<file path="src/rtl/spi_cs_pkg.sv">
package spi_cs_pkg;

    typedef enum logic [2:0] {
        ST_IDLE    = 3'd0,
        ST_SEL_Z   = 3'd1,
        ST_SEL_DRV = 3'd2,
        ST_CLK_HI  = 3'd3,
        ST_CLK_LO  = 3'd4,
        ST_TAIL    = 3'd5
    } xfer_state_t;

endpackage

</file>
<file path="src/rtl/spi_cs_prescale.sv">
module spi_cs_prescale #(
    parameter int PRESCALE = 6
) (
    input  logic clk,
    input  logic rst_n,
    input  logic clear,
    output logic tick
);
    localparam int CW = (PRESCALE > 2) ? $clog2(PRESCALE) : 1;
    localparam logic [CW-1:0] LAST = CW'(PRESCALE - 1);

    logic [CW-1:0] cnt_q;

    assign tick = (cnt_q == LAST);

    always_ff @(posedge clk or negedge rst_n) begin
        if (!rst_n) begin
            cnt_q <= '0;
        end else if (clear || tick) begin
            cnt_q <= '0;
        end else begin
            cnt_q <= cnt_q + 1'b1;
        end
    end
endmodule

</file>
<file path="src/rtl/spi_cs_phase_calc.sv">
module spi_cs_phase_calc #(
    parameter int DIV_W = 8
) (
    input  logic [DIV_W-1:0] div_val,
    output logic [DIV_W-1:0] hi_len,
    output logic [DIV_W-1:0] lo_len
);
    logic [DIV_W-1:0] d_eff;
    logic [DIV_W:0]   d_plus;

    always_comb begin
        d_eff  = (div_val == '0) ? DIV_W'(1) : div_val;
        d_plus = {1'b0, d_eff} + 1'b1;
        if (d_eff[0]) begin
            hi_len = d_plus[DIV_W:1];
            lo_len = d_plus[DIV_W:1];
        end else begin
            hi_len = d_eff[DIV_W-1:1] + 1'b1;
            lo_len = {1'b0, d_eff[DIV_W-1:1]};
        end
    end
endmodule

</file>
<file path="src/rtl/spi_cs_shift.sv">
module spi_cs_shift #(
    parameter int WORD_W = 8
) (
    input  logic              clk,
    input  logic              rst_n,
    input  logic              load,
    input  logic [WORD_W-1:0] load_word,
    input  logic              shift_tx,
    input  logic              sample_rx,
    input  logic              rx_bit,
    output logic              tx_msb,
    output logic [WORD_W-1:0] rx_shift
);
    logic [WORD_W-1:0] tx_q;
    logic [WORD_W-1:0] rx_q;

    assign tx_msb   = tx_q[WORD_W-1];
    assign rx_shift = rx_q;

    always_ff @(posedge clk or negedge rst_n) begin
        if (!rst_n) begin
            tx_q <= '0;
            rx_q <= '0;
        end else begin
            if (load) begin
                tx_q <= load_word;
            end else if (shift_tx) begin
                tx_q <= {tx_q[WORD_W-2:0], 1'b0};
            end
            if (sample_rx) begin
                rx_q <= {rx_q[WORD_W-2:0], rx_bit};
            end
        end
    end
endmodule

</file>
<file path="src/rtl/spi_cs_master.sv">
module spi_cs_master
    import spi_cs_pkg::*;
#(
    parameter int WORD_W   = 8,
    parameter int DIV_W    = 8,
    parameter int PRESCALE = 6
) (
    input  logic              clk,
    input  logic              rst_n,
    input  logic              start,
    input  logic [WORD_W-1:0] tx_word,
    input  logic [DIV_W-1:0]  div_sel,
    output logic              busy,
    output logic              done,
    output logic [WORD_W-1:0] rx_word,
    output logic              cs_n,
    output logic              sck,
    output logic              mosi,
    output logic              mosi_oe,
    input  logic              miso
);
    localparam int BW = (WORD_W > 2) ? $clog2(WORD_W) : 1;

    xfer_state_t       state_q, state_d;
    logic [DIV_W-1:0]  div_q;
    logic [DIV_W-1:0]  hi_len, lo_len, cur_len;
    logic [DIV_W-1:0]  ph_cnt_q;
    logic [BW-1:0]     bit_q;
    logic              tick, phase_end, accept;
    logic              last_bit;
    logic              tx_msb;
    logic [WORD_W-1:0] rx_shift;

    assign accept   = start && (state_q == ST_IDLE);
    assign last_bit = (bit_q == '0);

    spi_cs_prescale #(.PRESCALE(PRESCALE)) u_pre (
        .clk   (clk),
        .rst_n (rst_n),
        .clear (accept),
        .tick  (tick)
    );

    spi_cs_phase_calc #(.DIV_W(DIV_W)) u_phase (
        .div_val (div_q),
        .hi_len  (hi_len),
        .lo_len  (lo_len)
    );

    spi_cs_shift #(.WORD_W(WORD_W)) u_shift (
        .clk       (clk),
        .rst_n     (rst_n),
        .load      (accept),
        .load_word (tx_word),
        .shift_tx  (phase_end && state_q == ST_CLK_HI && !last_bit),
        .sample_rx (phase_end && (state_q == ST_SEL_DRV || state_q == ST_CLK_LO)),
        .rx_bit    (miso),
        .tx_msb    (tx_msb),
        .rx_shift  (rx_shift)
    );

    always_comb begin
        unique case (state_q)
            ST_SEL_Z, ST_CLK_HI: cur_len = hi_len;
            default:             cur_len = lo_len;
        endcase
    end

    assign phase_end = tick && (state_q != ST_IDLE) && (ph_cnt_q == cur_len - 1'b1);

    // Next-state logic
    always_comb begin
        state_d = state_q;
        unique case (state_q)
            ST_IDLE:    if (accept)    state_d = ST_SEL_Z;
            ST_SEL_Z:   if (phase_end) state_d = ST_SEL_DRV;
            ST_SEL_DRV: if (phase_end) state_d = ST_CLK_HI;
            ST_CLK_HI:  if (phase_end) state_d = last_bit ? ST_TAIL : ST_CLK_LO;
            ST_CLK_LO:  if (phase_end) state_d = ST_CLK_HI;
            ST_TAIL:    if (phase_end) state_d = ST_IDLE;
            default:                   state_d = ST_IDLE;
        endcase
    end

    // State register and datapath registers
    always_ff @(posedge clk or negedge rst_n) begin
        if (!rst_n) begin
            state_q  <= ST_IDLE;
            div_q    <= DIV_W'(1);
            ph_cnt_q <= '0;
            bit_q    <= '0;
            done     <= 1'b0;
            rx_word  <= '0;
        end else begin
            state_q <= state_d;
            done    <= 1'b0;
            if (accept) begin
                div_q    <= div_sel;
                ph_cnt_q <= '0;
                bit_q    <= BW'(WORD_W - 1);
            end else if (phase_end) begin
                ph_cnt_q <= '0;
                if (state_q == ST_CLK_HI && !last_bit) begin
                    bit_q <= bit_q - 1'b1;
                end
                if (state_q == ST_TAIL) begin
                    done    <= 1'b1;
                    rx_word <= rx_shift;
                end
            end else if (tick && state_q != ST_IDLE) begin
                ph_cnt_q <= ph_cnt_q + 1'b1;
            end
        end
    end

    // Output decode
    always_comb begin
        cs_n    = 1'b0;
        sck     = 1'b0;
        mosi_oe = 1'b0;
        busy    = 1'b1;
        unique case (state_q)
            ST_IDLE: begin
                cs_n = 1'b1;
                busy = 1'b0;
            end
            ST_SEL_Z:   ;
            ST_SEL_DRV: mosi_oe = 1'b1;
            ST_CLK_HI: begin
                sck     = 1'b1;
                mosi_oe = 1'b1;
            end
            ST_CLK_LO:  mosi_oe = 1'b1;
            ST_TAIL:    ;
            default:    ;
        endcase
        mosi = mosi_oe & tx_msb;
    end
endmodule

</file>
<file path="config.mk">
export PLATFORM = sky130hd
export DESIGN_NAME = spi_cs_master
export DESIGN_NICKNAME = d
export VERILOG_FILES = /design/src/rtl/spi_cs_pkg.sv /design/src/rtl/spi_cs_prescale.sv /design/src/rtl/spi_cs_phase_calc.sv /design/src/rtl/spi_cs_shift.sv /design/src/rtl/spi_cs_master.sv
export SDC_FILE = /design/constraint.sdc
export NUM_CORES = 1
export LEC_CHECK = 0
export ABC_AREA = 1
export BUFFER_PORTS_ARGS = -buffer_cell sky130_fd_sc_hd__buf_4
export CORE_ASPECT_RATIO = 1.75
export CORE_MARGIN = 2
export CORE_UTILIZATION = 35
export DETAILED_ROUTE_END_ITERATION = 10
export PLACE_DENSITY = 0.61
export SETUP_SLACK_MARGIN = 0.02
export SYNTH_ARGS = -nofsm -noshare
export SYNTH_HDL_FRONTEND = slang
export SYNTH_HIERARCHICAL = 1
export SYNTH_SLANG_ARGS = --single-unit
</file>
<file path="constraint.sdc">
create_clock -name clk -period 7.5 [get_ports clk]
set_input_delay 1.5 -clock clk [delete_from_list [all_inputs] [get_ports clk]]
set_output_delay 1.5 -clock clk [all_outputs]
set_load 0.02 [all_outputs]
</file>
==> flow_metrics.py, run 1 <==
metrics = {
    "status": {
        "status": "finished, final reports clean",
    },
    "clocking": {
        "postCtsSetupBuffers": 0,
        "cts_hold_buffers": 0,
        "clkSinkCount": 50,
        "path_clk_slew_ns": 0.07,
        "cts_resized": 0,
        "cts_root_buffer": "clkbuf_16",
        "cts_tree": "done",
        "cts-buffers-inserted": 5,
        "clock_path_buffers": 2,
        "cts_max_level": 2,
        "clk_latency_ns": 0.29,
    },
    "placed_design": {
        "hpwl_mm": 5.34,
        "place.gp.congestion": 0.838,
        "dp_cells": 585,
        "io_buffers": 33,
    },
    "sta": {
        "rsz0062_at_grt": "no",
        "max_slew_margin_pct": 46.2,
        "hold_viol": 0,
        "finalCritPeriodShare_pct": 43.6,
        "min_period_ns": 3.27,
        "tightest_slew_ns": 0.804,
        "setup_tns_ns": 0,
        "max_freq_mhz": 306,
        "fin_worst_skew_ns": 0.00701,
        "setup_violations": 0,
        "drv_slew": 0,
    },
    "worst_setup_path": {
        "rr_worst_depth": 19,
        "cp_data_arrival_time_ns": 3.41,
        "required_ns": 7.64,
        "path_class": "reg -> reg",
        "r2r_end": "u_shift/rx_shift[5]$_DFFE_PN0P_",
        "critPathLaunchType": "flop",
        "endpoint_kind": "flop",
        "crit_fanout": 16,
        "ff2ff_setup_slack_ns": 4.23,
        "timing.rr.start": "div_q[2]$_DFFE_PN0P_",
    },
    "grt": {
        "grt_pass1_wl_mm": 12.5,
        "antenna_found_initial": 0,
        "grt_max_degree": 51,
        "grt_usage_pct": 15.6,
        "first_global_vias": 2873,
        "grt_overflow": 0,
    },
    "layout": {
        "fill_cells": 1000,
        "num-nets-final": 498,
        "num_antenna_cells": 0,
        "multi_input_area_um2": 1610,
        "regArea_um2": 1250,
        "drive_above_1_share_pct": 16.9,
        "syn_to_final_growth_pct": 14.4,
        "instances_no_fill": 593,
    },
    "synth": {
        "syn_avg_cell_area_um2": 7.24,
        "ys_async_sr_fraction_pct": 100,
        "synthTopCellsByArea": "dfrtp_1 (38%), nand2_1 (18%), inv_1 (7.1%), nand3_1 (6.2%), xor2_1 (3.0%)",
        "synth_enable_flop_cells": 0,
        "yosys_warnings": 6,
        "netlist_area_um2": 3210,
        "syn_nets": 469,
        "synth_top_cells_by_count": "nand2_1 (158), inv_1 (61), dfrtp_1 (49)",
        "yosysMostFrequentCell": "nand2_1",
        "yosysUniqueCellTypes": 30,
        "synth_top_area_share_pct": 38.2,
        "synth_top_area_cell": "dfrtp_1",
        "ys.flop_type": "dfrtp_1",
        "synthCells": 443,
        "ys_seq_area_share_pct": 39.0,
        "synth_seq_cells": 50,
    },
    "floorplan": {
        "design.portCount": 34,
        "dieArea_um2": 9980,
        "core.rowCount": 46,
        "die_y_um": 131,
        "chipWidth_um": 76.4,
        "core_area_um2": 8980,
        "start_util_pct": 35.7,
    },
    "route": {
        "firstDrtPassIters": 4,
        "drc": 0,
        "drt-initial-drc-count": 96,
        "wl_per_cell_um": 11.7,
        "ant_nets": 0,
        "viasPerCell": 4.66,
        "drt_wl_total_mm": 6.95,
        "vias": 2761,
    },
    "power": {
        "p_leak_nw": 1.98,
        "powerDensity_nw_per_um2": 366,
        "vdd_drop_max_mv": 0.165,
    },
    "flow_run": {
        "max_cap_violations": 0,
    },
    "hold_path": {
        "worstHoldEndpoint": "u_pre/cnt_q[0]$_DFF_PN0_",
        "hp-start": "u_pre/cnt_q[0]$_DFF_PN0_",
        "hold_path_class": "reg -> reg",
        "hold_depth": 1,
    },
}
==> cells by family after synthesis <==
logic type      synth area share, %
flops                          39.0
simple gates                   39.6
compound gates                 4.37
xor+xnor                       3.82
fa+ha+maj                      2.34
buf+inv                        10.8
==> registers in the layout, summed over array words and instances, names as in the netlist, 3 cells and up <==
name / flops
u_pre/cnt_q: 3
state_q: 3
ph_cnt_q: 8
bit_q: 3
div_q: 8
u_shift/rx_shift: 8
u_shift/tx_q: 8
rx_word: 8
==> critical path, cell delays in order, from the launching register on <==
cell and delay [ns]:
dfrtp_1 0.49, nor2_1 0.13, nand2_1 0.06, o21bai_1 0.11, nand2_1 0.06, inv_1 0.07
inv_1 0.04, nand2_1 0.08, nand2_2 0.07, ha_1 0.30, xor2_1 0.14, nand2_1 0.06
nor2_1 0.10, nand2_1 0.05, nor2_1 0.09, nand2_1 0.09, nor2_4 0.14, nand2_4 0.15
nor2_1 0.65, o21ai_0 0.22
==> worst max path at each step <==
stage / endpoint / slack, ns / startpoint / cells after the start
6_report: u_shift/rx_shift[5]$_DFFE_PN0P_ / 4.23 / div_q[2]$_DFFE_PN0P_ / 19
5_1_grt: u_shift/rx_shift[5]$_DFFE_PN0P_ / 3.74 / div_q[6]$_DFFE_PN0P_ / 19
4_1_cts: u_shift/rx_shift[5]$_DFFE_PN0P_ / 4.19 / div_q[2]$_DFFE_PN0P_ / 19
3_5_place_dp: u_shift/tx_q[7]$_DFFE_PN0P_ / 3.99 / start / 6
3_3_place_gp: u_shift/tx_q[7]$_DFFE_PN0P_ / 4.00 / start / 6
2_1_floorplan: u_shift/rx_shift[3]$_DFFE_PN0P_ / 4.67 / div_q[2]$_DFFE_PN0P_ / 22
==> routing by layer <==
metal / vias up / global-route usage, % / share of wire [%]
met5: - / 0 / 0
met4: 0 / 7.06 / 2.7
met3: 14 / 2.68 / 2.6
met2: 36 / 30.3 / 53
met1: 1295 / 16.2 / 41
li1: 1416 / - / -
==> metrics by stage <==
stage	util (%)	setup WS [ns]	cell area (um^2)	hold WS, ns	total power (W)
after global placement	39.1	4.00	3510	0.449	0.00109
final	40.9	4.23	3670	0.467	0.00134
after floorplan	-	4.67	3210	0.435	0.000966
after global routing	40.9	3.74	3670	0.501	0.00148
after detailed placement	39.1	3.99	3510	0.457	0.00110
after CTS	40.9	4.19	3670	0.466	0.00136
==> power by group <==
| part | internal [W] | total [W] | switching [W] | leakage, nW |
|---|---|---|---|---|
| registers | 0.000337 | 0.000421 | 0.0000839 | 0.645 |
| clock network | 0.000156 | 0.000255 | 0.0000986 | 0.0836 |
| logic | 0.000232 | 0.000668 | 0.000436 | 1.25 |
==> cells in the final DEF (no fill, tap or decap), types with 2 or more instances in the layout <==
| cell type | count |
|---|---|
| a21oi_1 | 7 |
| nor2_4 | 8 |
| nand2_2 | 13 |
| clkinv_2 | 2 |
| nor2_1 | 25 |
| xnor2_1 | 3 |
| nand3_2 | 4 |
| clkbuf_16 | 5 |
| nor2_2 | 2 |
| inv_2 | 4 |
| ha_1 | 6 |
| nor3_1 | 7 |
| inv_1 | 61 |
| nand4_1 | 7 |
| buf_4 | 33 |
| nand2_4 | 3 |
| dfrtp_1 | 49 |
| o21ai_0 | 11 |
| o21ai_1 | 5 |
| nor2_8 | 2 |
| nand2_1 | 158 |
| xor2_1 | 11 |
| nand3_1 | 40 |
| o21ai_2 | 2 |
==> cell type report <==
class / instances / area share [%]
Multi-Input combinational cell: 316 / 43.8
Sequential cell: 50 / 34.1
Timing Repair Buffer: 33 / 6.75
Inverter: 66 / 6.75
Tap cell: 120 / 4.09
Clock buffer: 5 / 3.41
Clock inverter: 3 / 1.09
(Power assumes the default switching activity.)
==> inputs of run 2 (changes only) <==
--- a/config.mk
+++ b/config.mk
@@ -5,13 +5,13 @@
 export SDC_FILE = /design/constraint.sdc
 export NUM_CORES = 1
 export LEC_CHECK = 0
-export ABC_AREA = 1
+export ABC_AREA = 0
 export BUFFER_PORTS_ARGS = -buffer_cell sky130_fd_sc_hd__buf_4
 export CORE_ASPECT_RATIO = 1.75
 export CORE_MARGIN = 2
 export CORE_UTILIZATION = 35
 export DETAILED_ROUTE_END_ITERATION = 10
-export PLACE_DENSITY = 0.61
+export PLACE_DENSITY = 0.63
 export SETUP_SLACK_MARGIN = 0.02
 export SYNTH_ARGS = -nofsm -noshare
 export SYNTH_HDL_FRONTEND = slang
==> constraint.sdc (replaced) <==
create_clock -name clk -period 2.94 [get_ports clk]
set_input_delay 0.588 -clock clk [delete_from_list [all_inputs] [get_ports clk]]
set_output_delay 0.588 -clock clk [all_outputs]
set_load 0.02 [all_outputs]
==> flow_metrics.py, run 2 <==
metrics = {
    "worst_setup_path": {
        "cp_top_family": "simple AND/OR/NAND/NOR gates",
        "crit_top_cell": "xnor2_2",
        "required_ns": 3.12,
        "max_stage_delay_ns": 0.54,
        "endpoint_kind": "flop",
        "cpMaxStageDelayCell": "dfstp_2",
        "crit_buf_inv": 1,
        "critPathLaunchType": "flop",
        "cp_data_arrival_time_ns": 3.26,
        "crit_fanout": 8,
        "path_class": "reg -> reg",
        "crit_path_cell_trace": "and2_4, nand3_2, xnor2_2, or2_4, nor4_4, o221ai_2, xnor2_2, or4_4, nor3_4, buf_12, mux2_4",
    },
    "sta": {
        "layout_setup_ws_ns": -0.141,
        "max_freq_mhz": 325,
        "timing.hold.ws_ns": 0.315,
        "tightest_slew_ns": 0.712,
        "setup_violations": 24,
        "fin_worst_skew_ns": 0.00579,
        "hold_viol": 0,
        "rsz0062_at_grt": "yes",
        "drv_slew": 0,
        "finalCritPeriodShare_pct": 105,
        "max_slew_margin_pct": 52.2,
        "min_period_ns": 3.08,
    },
    "power": {
        "vdd_drop_max_mv": 0.438,
        "power_w": 0.00359,
        "powerDensity_nw_per_um2": 930,
        "p_leak_nw": 1.70,
    },
    "synth": {
        "yosys_warnings": 6,
        "yosysMostFrequentCell": "dfrtp_1",
        "synth_top_cells_by_count": "dfrtp_1 (49), nor2_1 (23), nand2_1 (19), xnor2_1 (19), mux2i_1 (17)",
        "synth_enable_flop_cells": 0,
        "ys.flop_type": "dfrtp_1",
        "synth_top_area_share_pct": 41.6,
        "ys_seq_area_share_pct": 42.5,
        "syn_nets": 298,
        "synthTopCellsByArea": "dfrtp_1 (42%), mux2_2 (6.1%), mux2i_1 (5.8%), xnor2_1 (5.6%), mux2_4 (4.1%)",
        "synthCells": 272,
        "syn_avg_cell_area_um2": 10.8,
        "yosysUniqueCellTypes": 50,
        "synth_seq_cells": 50,
        "synth_top_area_cell": "dfrtp_1",
        "netlist_area_um2": 2950,
        "ys_async_sr_fraction_pct": 100,
    },
    "floorplan": {
        "design.portCount": 34,
        "chipWidth_um": 73.3,
        "core.rowCount": 44,
        "die_y_um": 125,
        "core_area_um2": 8260,
        "dieArea_um2": 9190,
        "start_util_pct": 35.7,
    },
    "clocking": {
        "clk_latency_ns": 0.29,
        "cts_root_buffer": "clkbuf_16",
        "cts-buffers-inserted": 5,
        "clock_path_buffers": 2,
        "clkSinkCount": 50,
        "cts_tree": "done",
        "cts_max_level": 2,
        "path_clk_slew_ns": 0.07,
        "cts_hold_buffers": 0,
    },
    "status": {
        "violations": "negative setup slack",
        "status": "finished with violations",
    },
    "grt": {
        "antenna_found_initial": 0,
        "first_global_vias": 2326,
        "grt_pass1_wl_mm": 10.9,
        "grt_max_degree": 51,
        "grt_usage_pct": 15.1,
        "grt_overflow": 0,
    },
    "layout": {
        "layout_common_cells": "buf_4 (69), dfrtp_1 (45), nor2_1 (20), nand2_1 (19)",
        "final_common_cell": "buf_4",
        "fill_cells": 760,
        "syn_to_final_growth_pct": 31.0,
        "num_antenna_cells": 0,
        "drive_above_1_share_pct": 43.2,
        "num-nets-final": 365,
    },
    "route": {
        "met1Wirelength_mm": 2.50,
        "ant_nets": 0,
        "viasPerCell": 5.13,
        "top_layer": "met4",
        "wl_per_cell_um": 14.8,
        "wl_met2_mm": 3.52,
        "vias": 2214,
        "drc": 0,
        "met3_length_um": 165,
        "drt-initial-drc-count": 107,
        "drt_wl_total_mm": 6.40,
        "firstDrtPassIters": 4,
    },
    "flow_run": {
        "max_cap_violations": 0,
    },
    "placed_design": {
        "hpwl_mm": 4.70,
        "io_buffers": 33,
        "place.gp.congestion": 0.788,
    },
    "hold_path": {
        "hold_path_class": "in -> async",
    },
}
[run 2: cell types whose count changed after synthesis, moves of 7 or more]
cell	before	now
nand2_1	158	19
inv_1	61	9
nand3_1	40	8
mux2i_1	0	17
mux2_2	0	16
xnor2_1	3	19
nand2_2	13	0
mux2_4	0	8
nor2_4	8	1
[run 2: per-stage QoR]
| stage | area [um^2] | utilization [%] | setup TNS (ns) | setup WS, ns | instances |
|---|---|---|---|---|---|
| finish | 3860 | 46.7 | -2.06 | -0.141 | 432 |
| global route | 3860 | 46.7 | -7.05 | -0.293 | 432 |
| CTS | 3780 | 45.7 | -1.69 | -0.130 | 432 |
| detailed placement | 3540 | 42.9 | -6.74 | -0.298 | 418 |
| global placement | 3540 | 42.9 | -5.43 | -0.255 | 418 |
| floorplan | 3040 | - | -3.68 | -0.259 | 272 |
[run 2: repair_timing]
| item | in CTS | in global routing |
|---|---|---|
| setup endpoints to repair | 36 | 39 |
| pin swaps | 3 | 10 |
| setup buffers | 6 | 5 |
| resized for setup | 9 | 17 |
| endpoints found under the hold margin | 0 | 0 |
[run 2: per-layer routing]
layer / track usage [%] / vias up
li1: - / 1077
met1: 17.0 / 1086
met2: 26.3 / 37
met3: 2.34 / 14
met4: 7.91 / 0
met5: 0 / -
[run 2: kinds of logic after synthesis]
group | Yosys count | synth area share [%]
fa+ha+maj | 6 | 2.55
simple gates | 92 | 17.5
flops | 50 | 42.5
mux | 41 | 16.0
xor+xnor | 32 | 9.77
compound gates | 28 | 6.33
buf+inv | 23 | 5.31
[run 2: worst register-to-register path, cell delays in order, from the launching register on]
cell	delay, ns
dfstp_2	0.54
and2_4	0.19
nand3_2	0.09
xnor2_2	0.16
or2_4	0.28
nor4_4	0.29
o221ai_2	0.15
xnor2_2	0.16
or4_4	0.47
nor3_4	0.17
buf_12	0.16
mux2_4	0.30
[run 2: path summary, 6_finish.rpt]
| check | startpoint | to | slack [ns] | cells after the start |
|---|---|---|---|---|
| worst min-delay path | rst_n | rx_word[7]$_DFFE_PN0P_ | 0.32 | 1 |
| worst min register to register | u_pre/cnt_q[0]$_DFF_PN0_ | u_pre/cnt_q[0]$_DFF_PN0_ | 0.47 | 1 |
| min in group clk | u_pre/cnt_q[0]$_DFF_PN0_ | u_pre/cnt_q[0]$_DFF_PN0_ | 0.47 | 1 |
| max in group asynchronous | rst_n | div_q[3]$_DFFE_PN0P_ | 2.16 | 1 |
| worst max register to register | div_q[0]$_DFFE_PN1P_ | rx_word[6]$_DFFE_PN0P_ | -0.14 | 11 |
| worst max-delay path | div_q[0]$_DFFE_PN1P_ | rx_word[6]$_DFFE_PN0P_ | -0.14 | 11 |
[run 2: power breakdown]
part | leakage [nW] | total [W] | internal [W] | switching (W)
Sequential | 0.633 | 0.00101 | 0.000862 | 0.000146
Combinational | 0.998 | 0.00199 | 0.000956 | 0.00103
Clock | 0.0729 | 0.000587 | 0.000337 | 0.000250
[run 2: layout make-up]
class	instances	area [um^2]	share of cell area (%)
sequential	50	1260	32.6
tap	92	115	2.98
clock inverter	2	12.5	0.324
clock buffer	6	139	3.60
multi-input combinational	199	1720	44.7
inverter	10	37.5	0.973
timing repair buffer	73	572	14.8
==> inputs of run 3 (changes only) <==
--- a/config.mk
+++ b/config.mk
@@ -6,12 +6,13 @@
 export NUM_CORES = 1
 export LEC_CHECK = 0
 export ABC_AREA = 0
-export BUFFER_PORTS_ARGS = -buffer_cell sky130_fd_sc_hd__buf_4
 export CORE_ASPECT_RATIO = 1.75
 export CORE_MARGIN = 2
 export CORE_UTILIZATION = 35
+export CTS_CLUSTER_SIZE = 40
 export DETAILED_ROUTE_END_ITERATION = 10
-export PLACE_DENSITY = 0.63
+export DONT_BUFFER_PORTS = 1
+export PLACE_DENSITY = 0.58
 export SETUP_SLACK_MARGIN = 0.02
 export SYNTH_ARGS = -nofsm -noshare
 export SYNTH_HDL_FRONTEND = slang
==> constraint.sdc (replaced) <==
create_clock -name clk -period 3 [get_ports clk]
set_input_delay 0.6 -clock clk [delete_from_list [all_inputs] [get_ports clk]]
set_output_delay 0.6 -clock clk [all_outputs]
set_load 0.02 [all_outputs]
==> flow_metrics.py, run 3 (synthesis gave the netlist of run 2 again) <==
metrics = {
    "worst_setup_path": {
        "crit_buf_inv": 4,
        "path_class": "reg -> reg",
        "endpoint_kind": "flop",
        "required_ns": 3.18,
        "max_stage_delay_ns": 0.59,
        "cp_data_arrival_time_ns": 3.29,
        "crit_fanout": 8,
        "cpMaxStageDelayCell": "or4_4",
        "rr_worst_depth": 13,
        "crit_top_cell": "buf_6",
        "crit_path_cell_trace": "buf_6, buf_6, nand3_2, nor2_2, xor2_1, buf_4, nor4_4, o221ai_2, xnor2_2, or4_4, nor3_4, buf_12, mux2_4",
        "crit_cells": 13,
        "cp_top_family": "simple AND/OR/NAND/NOR gates",
        "critPathLaunchType": "flop",
        "ff2ff_setup_slack_ns": -0.11,
    },
    "placed_design": {
        "dp_worst_setup_slack_ns": -0.237,
        "dp_cells": 385,
        "postPlaceCellArea_um2": 3300,
        "io_buffers": 0,
        "place.gp.congestion": 0.815,
        "hpwl_mm": 4.60,
    },
    "layout": {
        "instances_no_fill": 407,
        "drive_above_1_share_pct": 43.2,
        "regArea_um2": 1260,
        "num-nets-final": 340,
        "final_area_um2": 3860,
        "num_antenna_cells": 0,
        "final_common_cell": "dfrtp_1",
        "syn_to_final_growth_pct": 31.1,
        "layout_common_cells": "dfrtp_1 (45), buf_4 (35), nand2_1 (19), mux2_4 (16)",
        "multi_input_area_um2": 1860,
        "fill_cells": 774,
        "fin_util_pct": 46.8,
    },
    "sta": {
        "drv_slew": 0,
        "layout_setup_ws_ns": -0.113,
        "hold_viol": 0,
        "max_slew_margin_pct": 56.3,
        "min_period_ns": 3.11,
        "finalCritPeriodShare_pct": 104,
        "tightest_slew_ns": 0.654,
        "timing.hold.ws_ns": 0.146,
        "max_freq_mhz": 321,
        "rsz0062_at_grt": "yes",
        "fin_worst_skew_ns": 0.0107,
        "setup_violations": 18,
    },
    "grt": {
        "grt_pass1_wl_mm": 10.4,
        "grt_usage_pct": 14.4,
        "grt_overflow": 0,
        "grt_max_degree": 50,
        "antenna_found_initial": 0,
        "first_global_vias": 2188,
    },
    "route": {
        "vias": 2094,
        "ant_nets": 0,
        "viasPerCell": 5.14,
        "drt-initial-drc-count": 36,
        "wl_per_cell_um": 15.4,
        "drt_wl_total_mm": 6.28,
        "firstDrtPassIters": 4,
        "drc": 0,
    },
    "floorplan": {
        "core_area_um2": 8260,
        "die_y_um": 125,
        "start_util_pct": 35.7,
        "dieArea_um2": 9190,
        "core.rowCount": 44,
        "design.portCount": 34,
        "chipWidth_um": 73.3,
    },
    "flow_run": {
        "max_cap_violations": 0,
    },
    "power": {
        "vdd_drop_max_mv": 0.580,
        "seqPwrFrac_pct": 27.4,
        "combPwrFrac_pct": 56.9,
        "clockPowerShare_pct": 15.7,
        "p_leak_nw": 1.61,
        "power_switching_w": 0.00148,
        "switching_share_pct": 40.5,
        "internal_power_w": 0.00217,
        "powerDensity_nw_per_um2": 944,
    },
    "clocking": {
        "cts_root_buffer": "clkbuf_16",
        "clkSinkCount": 50,
        "cts_max_level": 2,
        "clock_path_buffers": 2,
        "clk_latency_ns": 0.29,
        "cts-buffers-inserted": 5,
        "cts_tree": "done",
        "path_clk_slew_ns": 0.06,
    },
    "status": {
        "violations": "negative setup slack",
        "status": "finished with violations",
    },
    "hold_path": {
        "hold_path_class": "in -> async",
    },
}
[run 3: worst paths after layout]
kind	from	end
max	div_q[0]$_DFFE_PN1P_	rx_word[0]$_DFFE_PN0P_
min	rst_n	u_shift/tx_q[0]$_DFFE_PN0P_
max reg2reg	div_q[0]$_DFFE_PN1P_	rx_word[0]$_DFFE_PN0P_
min reg2reg	u_pre/cnt_q[0]$_DFF_PN0_	u_pre/cnt_q[0]$_DFF_PN0_
max in group asynchronous	rst_n	u_shift/rx_shift[6]$_DFFE_PN0P_
min in group clk	tx_word[6]	u_shift/tx_q[6]$_DFFE_PN0P_
[run 3: through the flow]
| step | power [W] | TNS [ns] |
|---|---|---|
| CTS | 0.00343 | -0.648 |
| finish | 0.00364 | -1.58 |
| floorplan | 0.00223 | -2.42 |
| detailed placement | 0.00270 | -4.89 |
| global placement | 0.00267 | -4.95 |
| global route | 0.00389 | -5.89 |
[run 3: worst reg2reg max path: stages, from the launching register on]
cell and delay, ns:
dfstp_2 0.54, buf_6 0.10, buf_6 0.09, nand3_2 0.05
nor2_2 0.12, xor2_1 0.09, buf_4 0.14, nor4_4 0.26
o221ai_2 0.16, xnor2_2 0.17, or4_4 0.59, nor3_4 0.22
buf_12 0.16, mux2_4 0.30
[run 3: area by class of cell]
class                           instances  area share [%]
Inverter                               10           0.972
Tap cell                               92            2.98
Clock inverter                          2           0.324
Sequential cell                        50            32.6
Clock buffer                            6            3.60
Timing Repair Buffer                   48            11.5
Multi-Input combinational cell        199            48.1
[run 3: repair_timing]
item,4_1_cts,5_1_grt
setup buffers,7,7
hold endpoints to repair,49,0
endpoints found under the setup margin,36,37
cloned,0,0
gates resized for setup,16,47
pin swaps,6,27
hold buffers,1,0
[run 3: power by group through the flow]
| stage | Sequential, W | Combinational [W] | Clock [W] |
|---|---|---|---|
| CTS | 0.000996 | 0.00184 | 0.000594 |
| finish | 0.000999 | 0.00207 | 0.000573 |
| detailed placement | 0.00101 | 0.00169 | 0 |
| global route | 0.00102 | 0.00225 | 0.000619 |
| floorplan | 0.000980 | 0.00125 | 0 |
| global placement | 0.00100 | 0.00167 | 0 |
[run 3: layer usage]
metal / track usage, % / vias to the layer above / wire length (um)
li1: - / 1026 / -
met1: 16.6 / 1035 / 2440
met2: 25.9 / 26 / 3580
met3: 2.10 / 7 / 121
met4: 5.56 / 0 / 136
met5: 0 / - / 0
